## src/rtl/ack_val_pkg.sv

```systemverilog
// Package: compile-time helpers that turn frequencies and tolerances
// into cycle-count limits. Assumes all arguments are positive and that
// tol_pct is below 100.
package ack_val_pkg;

    // Shortest acceptable period (cycles), rounded up.
    function automatic longint min_period(longint clk_hz, longint tone_hz, longint tol_pct);
        longint num;
        longint den;
        num = clk_hz * 100;
        den = tone_hz * (100 + tol_pct);
        return (num + den - 1) / den;
    endfunction

    // Longest acceptable period (cycles), rounded down.
    function automatic longint max_period(longint clk_hz, longint tone_hz, longint tol_pct);
        longint num;
        longint den;
        num = clk_hz * 100;
        den = tone_hz * (100 - tol_pct);
        return num / den;
    endfunction

    // Half period of the pump drive in cycles, never below one.
    function automatic longint half_period(longint clk_hz, longint pump_hz);
        longint q;
        q = clk_hz / (2 * pump_hz);
        return (q < 1) ? 1 : q;
    endfunction

endpackage

```

## src/rtl/ack_sync_filter.sv

```systemverilog
// Module: two-flop synchroniser followed by a persistence filter.
// The filtered level follows the input only after the synchronised value
// has differed from it for GLITCH_CYCLES consecutive cycles. A one-cycle
// pulse marks each accepted low-to-high change; it is high in the same
// cycle the filtered level first reads 1.
// Assumes GLITCH_CYCLES >= 1.
module ack_sync_filter #(
    parameter int GLITCH_CYCLES = 16
) (
    input  logic clk,
    input  logic rst_n,
    input  logic din,
    output logic level,
    output logic rise
);
    localparam int GW = $clog2(GLITCH_CYCLES + 1);

    logic [1:0]    sync_q;
    logic          level_q;
    logic          rise_q;
    logic [GW-1:0] pers_q;

    // Bring the asynchronous input into the clock domain.
    always_ff @(posedge clk) begin
        if (!rst_n) sync_q <= '0;
        else        sync_q <= {sync_q[0], din};
    end

    // Accept a new level only once it has persisted long enough.
    always_ff @(posedge clk) begin
        if (!rst_n) begin
            level_q <= 1'b0;
            pers_q  <= '0;
            rise_q  <= 1'b0;
        end else begin
            rise_q <= 1'b0;
            if (sync_q[1] != level_q) begin
                if (pers_q == GW'(GLITCH_CYCLES - 1)) begin
                    level_q <= sync_q[1];
                    pers_q  <= '0;
                    rise_q  <= sync_q[1];
                end else begin
                    pers_q <= pers_q + 1'b1;
                end
            end else begin
                pers_q <= '0;
            end
        end
    end

    assign level = level_q;
    assign rise  = rise_q;
endmodule

```

## src/rtl/ack_period_meter.sv

```systemverilog
// Module: measures the period and high time of the filtered tone.
// On every rising pulse it reports the cycles since the previous rising
// pulse and the high cycles within them, but only once a previous edge
// has armed it. When TIMEOUT cycles pass with no edge it emits a timeout
// pulse and disarms, so the next edge only restarts measurement.
// Assumes TIMEOUT >= 2 and CW wide enough to hold TIMEOUT.
module ack_period_meter #(
    parameter longint TIMEOUT = 1000,
    parameter int     CW      = 10
) (
    input  logic          clk,
    input  logic          rst_n,
    input  logic          level,
    input  logic          rise,
    output logic          meas_vld,
    output logic [CW-1:0] meas_per,
    output logic [CW-1:0] meas_hi,
    output logic          tmo
);
    logic [CW-1:0] per_q;
    logic [CW-1:0] hi_q;
    logic          armed_q;
    logic          expire;

    assign expire = !rise && (per_q == CW'(TIMEOUT - 1));

    // Count cycles and high cycles since the last edge, saturating.
    always_ff @(posedge clk) begin
        if (!rst_n) begin
            per_q <= '0;
            hi_q  <= '0;
        end else if (rise) begin
            per_q <= CW'(1);
            hi_q  <= CW'(1);
        end else begin
            if (per_q != CW'(TIMEOUT)) per_q <= per_q + 1'b1;
            if (level && hi_q != CW'(TIMEOUT)) hi_q <= hi_q + 1'b1;
        end
    end

    // Track whether a previous edge makes the next one a full period.
    always_ff @(posedge clk) begin
        if (!rst_n)      armed_q <= 1'b0;
        else if (rise)   armed_q <= 1'b1;
        else if (expire) armed_q <= 1'b0;
    end

    // Register the finished measurement and the timeout event.
    always_ff @(posedge clk) begin
        if (!rst_n) begin
            meas_vld <= 1'b0;
            meas_per <= '0;
            meas_hi  <= '0;
            tmo      <= 1'b0;
        end else begin
            meas_vld <= rise && armed_q;
            meas_per <= per_q;
            meas_hi  <= hi_q;
            tmo      <= expire;
        end
    end
endmodule

```

## src/rtl/ack_qualifier.sv

```systemverilog
// Module: judges each measured period against the frequency window and
// the duty band, and keeps a saturating run of accepted periods. The
// valid flag rises when the run reaches GOOD_CYCLES. It clears on a
// rejected period or on a timeout.
// Assumes the duty test may use constant multiplies (no run-time division)
// and that GOOD_CYCLES >= 1.
module ack_qualifier #(
    parameter int     CW          = 10,
    parameter longint PER_LO      = 100,
    parameter longint PER_HI      = 200,
    parameter longint DUTY_LO_PCT = 25,
    parameter longint DUTY_HI_PCT = 75,
    parameter int     GOOD_CYCLES = 3
) (
    input  logic          clk,
    input  logic          rst_n,
    input  logic          meas_vld,
    input  logic [CW-1:0] meas_per,
    input  logic [CW-1:0] meas_hi,
    input  logic          tmo,
    output logic          valid
);
    localparam int PW = CW + 7;
    localparam int RW = $clog2(GOOD_CYCLES + 1);

    logic [PW-1:0] hi_x100;
    logic [PW-1:0] floor_lim;
    logic [PW-1:0] ceil_lim;
    logic          per_ok;
    logic          duty_ok;
    logic          good;
    logic [RW-1:0] run_q;
    logic          valid_q;

    // Scale both sides of the duty comparison to whole percent.
    always_comb begin
        hi_x100   = PW'(meas_hi)  * PW'(100);
        floor_lim = PW'(meas_per) * PW'(DUTY_LO_PCT);
        ceil_lim  = PW'(meas_per) * PW'(DUTY_HI_PCT);
        per_ok    = (meas_per >= CW'(PER_LO)) && (meas_per <= CW'(PER_HI));
        duty_ok   = (hi_x100 >= floor_lim) && (hi_x100 <= ceil_lim);
        good      = per_ok && duty_ok;
    end

    // Update the run of accepted periods and the valid flag.
    always_ff @(posedge clk) begin
        if (!rst_n) begin
            run_q   <= '0;
            valid_q <= 1'b0;
        end else if (tmo) begin
            run_q   <= '0;
            valid_q <= 1'b0;
        end else if (meas_vld) begin
            if (good) begin
                if (run_q != RW'(GOOD_CYCLES)) run_q <= run_q + 1'b1;
                valid_q <= (run_q >= RW'(GOOD_CYCLES - 1));
            end else begin
                run_q   <= '0;
                valid_q <= 1'b0;
            end
        end
    end

    assign valid = valid_q;
endmodule

```

## src/rtl/ack_pump_div.sv

```systemverilog
// Module: divider that makes the charge-pump square wave. It runs while
// enabled or while a high phase is still in progress, so every pulse is
// complete. When idle it rests low with its counter cleared, so the first
// output pulse after enable follows a full low half.
// Assumes HALF >= 1.
module ack_pump_div #(
    parameter longint HALF = 2
) (
    input  logic clk,
    input  logic rst_n,
    input  logic enable,
    output logic pump
);
    localparam int HW = $clog2(HALF + 1);

    logic [HW-1:0] cnt_q;
    logic          pump_q;

    // Toggle every HALF cycles; finish a high phase before stopping.
    always_ff @(posedge clk) begin
        if (!rst_n) begin
            cnt_q  <= '0;
            pump_q <= 1'b0;
        end else if (enable || pump_q) begin
            if (cnt_q == HW'(HALF - 1)) begin
                cnt_q  <= '0;
                pump_q <= !pump_q;
            end else begin
                cnt_q <= cnt_q + 1'b1;
            end
        end else begin
            cnt_q  <= '0;
            pump_q <= 1'b0;
        end
    end

    assign pump = pump_q;
endmodule

```

## src/rtl/ack_tone_validator.sv

```systemverilog
// Module: top of the acknowledgement tone validator. It chains the input
// filter, the period meter, the qualifier and the pump divider. All cycle
// limits come from the frequency parameters when the design is built.
// Assumes CLK_HZ is far above both TONE_HZ and 2*PUMP_HZ.
module ack_tone_validator #(
    parameter longint CLK_HZ        = 50_000_000,
    parameter longint TONE_HZ       = 77,
    parameter longint TOL_PCT       = 10,
    parameter longint DUTY_LO_PCT   = 25,
    parameter longint DUTY_HI_PCT   = 75,
    parameter longint PUMP_HZ       = 20_000,
    parameter int     GOOD_CYCLES   = 3,
    parameter int     GLITCH_CYCLES = 16
) (
    input  logic clk,
    input  logic rst_n,
    input  logic ack_in,
    output logic ack_valid,
    output logic pump_drive
);
    localparam longint PER_LO     = ack_val_pkg::min_period(CLK_HZ, TONE_HZ, TOL_PCT);
    localparam longint PER_HI     = ack_val_pkg::max_period(CLK_HZ, TONE_HZ, TOL_PCT);
    localparam longint TIMEOUT    = 2 * PER_HI;
    localparam longint PUMP_HALF  = ack_val_pkg::half_period(CLK_HZ, PUMP_HZ);
    localparam int     CW         = $clog2(TIMEOUT + 1);

    logic          filt_level;
    logic          filt_rise;
    logic          meas_vld;
    logic [CW-1:0] meas_per;
    logic [CW-1:0] meas_hi;
    logic          tmo_pulse;

    ack_sync_filter #(
        .GLITCH_CYCLES(GLITCH_CYCLES)
    ) u_filt (
        .clk   (clk),
        .rst_n (rst_n),
        .din   (ack_in),
        .level (filt_level),
        .rise  (filt_rise)
    );

    ack_period_meter #(
        .TIMEOUT(TIMEOUT),
        .CW     (CW)
    ) u_meter (
        .clk      (clk),
        .rst_n    (rst_n),
        .level    (filt_level),
        .rise     (filt_rise),
        .meas_vld (meas_vld),
        .meas_per (meas_per),
        .meas_hi  (meas_hi),
        .tmo      (tmo_pulse)
    );

    ack_qualifier #(
        .CW         (CW),
        .PER_LO     (PER_LO),
        .PER_HI     (PER_HI),
        .DUTY_LO_PCT(DUTY_LO_PCT),
        .DUTY_HI_PCT(DUTY_HI_PCT),
        .GOOD_CYCLES(GOOD_CYCLES)
    ) u_qual (
        .clk      (clk),
        .rst_n    (rst_n),
        .meas_vld (meas_vld),
        .meas_per (meas_per),
        .meas_hi  (meas_hi),
        .tmo      (tmo_pulse),
        .valid    (ack_valid)
    );

    ack_pump_div #(
        .HALF(PUMP_HALF)
    ) u_pump (
        .clk    (clk),
        .rst_n  (rst_n),
        .enable (ack_valid),
        .pump   (pump_drive)
    );
endmodule

```

## config.mk

```make
export PLATFORM = sky130hd
export DESIGN_NAME = ack_tone_validator
export DESIGN_NICKNAME = d
export VERILOG_FILES = /design/src/rtl/ack_val_pkg.sv /design/src/rtl/ack_sync_filter.sv /design/src/rtl/ack_period_meter.sv /design/src/rtl/ack_qualifier.sv /design/src/rtl/ack_pump_div.sv /design/src/rtl/ack_tone_validator.sv
export SDC_FILE = /design/constraint.sdc
export NUM_CORES = 1
export LEC_CHECK = 0
export BUFFER_PORTS_ARGS = -buffer_cell sky130_fd_sc_hd__buf_2
export CORE_MARGIN = 2
export CORE_UTILIZATION = 61
export CTS_BUF_LIST = sky130_fd_sc_hd__clkbuf_4
export DETAILED_ROUTE_END_ITERATION = 6
export PLACE_DENSITY = 0.89
export SLEW_MARGIN = 5
export SYNTH_ARGS = -nofsm -noshare
export SYNTH_HDL_FRONTEND = slang
export SYNTH_SLANG_ARGS = --single-unit
```

## constraint.sdc

```tcl
create_clock -name clk -period 5.2 [get_ports clk]
set_input_delay 0.52 -clock clk [delete_from_list [all_inputs] [get_ports clk]]
set_output_delay 0.52 -clock clk [all_outputs]
set_load 0.005 [all_outputs]
```

==> impl_summary.md <==
Global route
The routing layer with the top usage in global route is met2. Global routing used 47.8% of the available met2 tracks. The total track usage is 27.5%. The global routing usage on met1 is 33.7%. For this run the aggregate overflow at the end of global routing stands at 0. Global routing consumed, on the met3 layer, 3.72% of the routing resources. The pin count of the biggest net entering global routing is 56. The number of antenna violations at the first check in global routing is 0. The wire length of the first global-routing pass is 48,600 µm. The via count of the first global-routing pass was 10,702.

Timing
The final period utilization is 109%. In this run the tightest slew margin relative to its limit is 42.4%. Setup violations remaining at the end of the flow were counted as 3. Setup repair after global routing could not meet its margin everywhere. The number of pins exceeding their max-slew limit in the final report is 0.

Subtracting the final worst setup slack from the clock period gives 5680 ps. Static timing analysis puts the maximum clock frequency at 176 MHz. The number of endpoints with negative hold slack in the final report is 0. The clock tree skew after final layout is 24.1 ps. After layout, the worst setup slack is -483 ps. For the pin with the worst max-slew slack, the measured transition is 864 ps.

Place
In this run, placement finished with an instance count of 1,748. The weighted congestion reported at the end of routability-driven placement is 0.915. The pre-CTS setup slack is -441 ps. Detailed placement finished with a half-perimeter wire length of 22,500 µm. Buffers placed on the I/O ports in this run total 4.

Critical path
STA puts the critical path data arrival time at 6180 ps. The critical path's largest stage delay is 530 ps. The critical path contains buffers and inverters numbering 4 combined. The cell with the largest stage delay on the worst path is sky130_fd_sc_hd__fa_1.

The critical-path maximum fanout is 4. The worst setup path category is flop to flop. The top cell family by delay on the critical path is adder cells. The worst setup path is captured at a flop. The required time at the endpoint of the critical path is 5700 ps. The startpoint type of the worst setup path is a flop.

Synthesis
The main combinational cell family by area after synthesis is adder cells. The number of unique standard cell types used by synthesis is 67. The area share of the leading cell type in the synthesized netlist is 29.6%. Counting every net in the synthesized netlist gives 1,760. The fraction of the yosys area taken by sequential cells is 18.0%. The number of synthesized register bits is 111. The multiplexer share of the synthesized area is 0.243%. The fraction of synthesized cell area in xor and xnor cells is 6.94%. The number of synthesis warnings is 0. Synthesis produced a netlist whose cell count is 1,399. The synthesized netlist devotes 15.3% of its cell area to simple gates. The post-synthesis average cell area is 8.85 µm². For this run, asynchronously set or reset flops after synthesis account for 0%. The post-synthesis compound-gate area fraction is 12.5%. The cell area after synthesis is 0.0124 mm².

In the synthesized netlist the dominant register cell turns out to be sky130_fd_sc_hd__dfxtp_1. Of the total synthesized cell area, the portion taken by full adders, half adders and majority gates is 40.1%. The synthesized design spends more area on one cell type than any other, namely sky130_fd_sc_hd__ha_1. By area the synthesized netlist is led by sky130_fd_sc_hd__ha_1 30%, sky130_fd_sc_hd__dfxtp_1 18%, sky130_fd_sc_hd__fa_1 11%, sky130_fd_sc_hd__inv_1 6.6%, sky130_fd_sc_hd__xor2_1 3.7%.

The number of enable flip-flop cells after synthesis is 0.

Layout
The net count reported at finish is 1,862. The repair_antennas step left the layout with diodes totalling 0. The library cell used most frequently in the layout, excluding fill and tap cells, is sky130_fd_sc_hd__ha_1. Counting the fill cells in the layout gives 1,429. Leaving out filler cells and counting taps, the final layout contains 1,776. Compared with the post-synthesis result, the final layout area differs by 12.5%.

In the final layout, the share of cells above drive strength 1 is 12.8%. In the layout the commonest cells are 278 x sky130_fd_sc_hd__ha_1, 214 x sky130_fd_sc_hd__inv_1, 101 x sky130_fd_sc_hd__dfxtp_1.

Route
For this run, design rule violations remaining after detail routing come to 0. Dividing the detail-routed wire length by the instance count gives 17.3 µm. The first detailed-routing pass ran for 5 iterations.

The number of design-rule violations left by the first detailed-router iteration is 729. The total vias in the final route is 10,588. The detail route stage leaves a number of antenna-violating nets equal to 0. Dividing the detail-routed via count by the number of cells gives 5.96. Summed over all layers, the routed wires come to 30,800 µm.

Power
The switching power of the nets is 415 µW. VDD sags by at most 108 µV. The portion of total power attributed to the clock network is 32.7%. The static leakage is 0.00738 µW. The sequential group share of total power is 60.0%. The power per unit of standard cell area is 103 mW/mm². Of the total power, the share spent switching nets is 29.0%. The share of power burned in combinational logic is 7.2%. The internal power consumption is 1020 µW.

CTS
In this run, CTS created clock tree buffers numbering 9. Clock latency on the worst-skew pair, taken at its later pin, is 550 ps. In this run, post-CTS hold repair placed 0 buffers. In this run the deepest clock path goes through 2 buffers. The H-tree depth reported by CTS is 3. The clock-pin slew reported for the worst setup and hold paths after clock tree synthesis is 200 ps. The tree built by TritonCTS fans out to 111 sinks. TritonCTS built the clock tree.

The tree is rooted in a sky130_fd_sc_hd__clkbuf_4.

Floorplan
Measured along the x axis, the die boundary spans 146 µm. The initial core utilization is 61.8%. The floorplan die area is 0.0214 mm². The boundary pin count is 5. The number of rows created at floorplan is 52. The die boundary height is 146 µm.

The region available for standard cell placement spans 0.0200 mm².

Flow run
Max-cap violations in this run came to 0.

Run status
The checks that failed: negative setup slack. The flow ran to the end, but the final reports show violations.

Worst hold path
The type of the worst min-delay path is input pin to flop.
==> stage by stage <==
| step | setup TNS, ps | cell area, µm² | power, µW | hold WS [ps] | utilization [%] |
|---|---|---|---|---|---|
| global placement | -489 | 13400 | 968 | 415 | 67.0 |
| detailed placement | -1200 | 13400 | 973 | 423 | 67.0 |
| global route | -1810 | 13900 | 1480 | 144 | 69.5 |
| floorplan | 0 | 12400 | 936 | 412 | - |
| finish | -1310 | 13900 | 1430 | 155 | 69.5 |
| CTS | -773 | 13800 | 1440 | 146 | 68.9 |
==> power groups by stage <==
stage	clock (µW)	sequential [µW]	combinational, µW
final	468	859	103
after global routing	507	860	113
after CTS	478	859	99.8
after detailed placement	0	876	97.2
after global placement	0	876	92.4
after floorplan	0	875	61.0
==> cell usage after synthesis (4+ instances only) <==
cell type and n:
sky130_fd_sc_hd__a211o_1 5, sky130_fd_sc_hd__a211oi_1 8, sky130_fd_sc_hd__a21boi_0 4, sky130_fd_sc_hd__a21o_1 25
sky130_fd_sc_hd__a21oi_1 80, sky130_fd_sc_hd__a31oi_1 10, sky130_fd_sc_hd__and2_1 47, sky130_fd_sc_hd__and3_1 18
sky130_fd_sc_hd__and4_1 5, sky130_fd_sc_hd__clkbuf_1 13, sky130_fd_sc_hd__dfxtp_1 111, sky130_fd_sc_hd__fa_1 65
sky130_fd_sc_hd__ha_1 293, sky130_fd_sc_hd__inv_1 216, sky130_fd_sc_hd__nand2_1 56, sky130_fd_sc_hd__nand2b_1 9
sky130_fd_sc_hd__nand3_1 40, sky130_fd_sc_hd__nand3b_1 6, sky130_fd_sc_hd__nand4_1 18, sky130_fd_sc_hd__nor2_1 90
sky130_fd_sc_hd__nor2b_1 13, sky130_fd_sc_hd__nor3_1 17, sky130_fd_sc_hd__nor4_1 4, sky130_fd_sc_hd__o2111ai_1 4
sky130_fd_sc_hd__o211ai_1 8, sky130_fd_sc_hd__o21a_1 13, sky130_fd_sc_hd__o21ai_0 39, sky130_fd_sc_hd__o21ai_1 6
sky130_fd_sc_hd__o21bai_1 8, sky130_fd_sc_hd__o31ai_1 4, sky130_fd_sc_hd__or2_2 6, sky130_fd_sc_hd__or3_1 11
sky130_fd_sc_hd__xnor2_1 46, sky130_fd_sc_hd__xor2_1 52
==> flip-flops by register name (all words and copies together), names as in the netlist, 2 cells and up <==
name / flops
u_meter.meas_per: 21
u_filt.pers_q: 5
u_meter.hi_q: 21
u_meter.per_q: 21
u_qual.run_q: 2
u_pump.cnt_q: 11
u_meter.meas_hi: 21
u_filt.sync_q: 2
==> worst paths after layout <==
path,slack (ps),end,depth (start not counted),start
worst max-delay path,-480,u_qual.run_q[0],25,u_meter.meas_per[8]
worst min-delay path,150,u_filt.sync_q[0],2,ack_in
worst max register to register,-480,u_qual.run_q[0],25,u_meter.meas_per[8]
worst min register to register,460,u_filt.sync_q[1],1,u_filt.sync_q[0]
==> per-layer routing <==
| layer | vias up | share of wire, % |
|---|---|---|
| met1 | 5111 | 41 |
| met4 | 0 | 4.6 |
| met2 | 375 | 49 |
| met5 | - | 0 |
| li1 | 4985 | - |
| met3 | 117 | 5.9 |
==> timing repair <==
item,4_1_cts,5_1_grt
pin swaps,20,12
setup endpoints to repair,3,3
buffers inserted,8,4
resized for setup,28,16
==> layout make-up <==
cell class              count  area, µm²  area share (%)
clock inverters             7       80.1           0.575
well taps                 270        338            2.43
inverters                 216        813            5.84
flip-flops and latches    111       2250            16.2
multi-input cells        1059       9600            69.0
repair buffers            104        771            5.54
clock buffers               9       67.6           0.485
==> kinds of logic after synthesis <==
family	after synthesis
AND/OR/NAND/NOR	359
adder cells (fa/ha/maj)	358
AO/OA/AOI/OAI	241
buffers and inverters	229
flip-flops	111
XOR/XNOR	98
multiplexers	3
No activity file was read; power rests on OpenSTA's default activity.
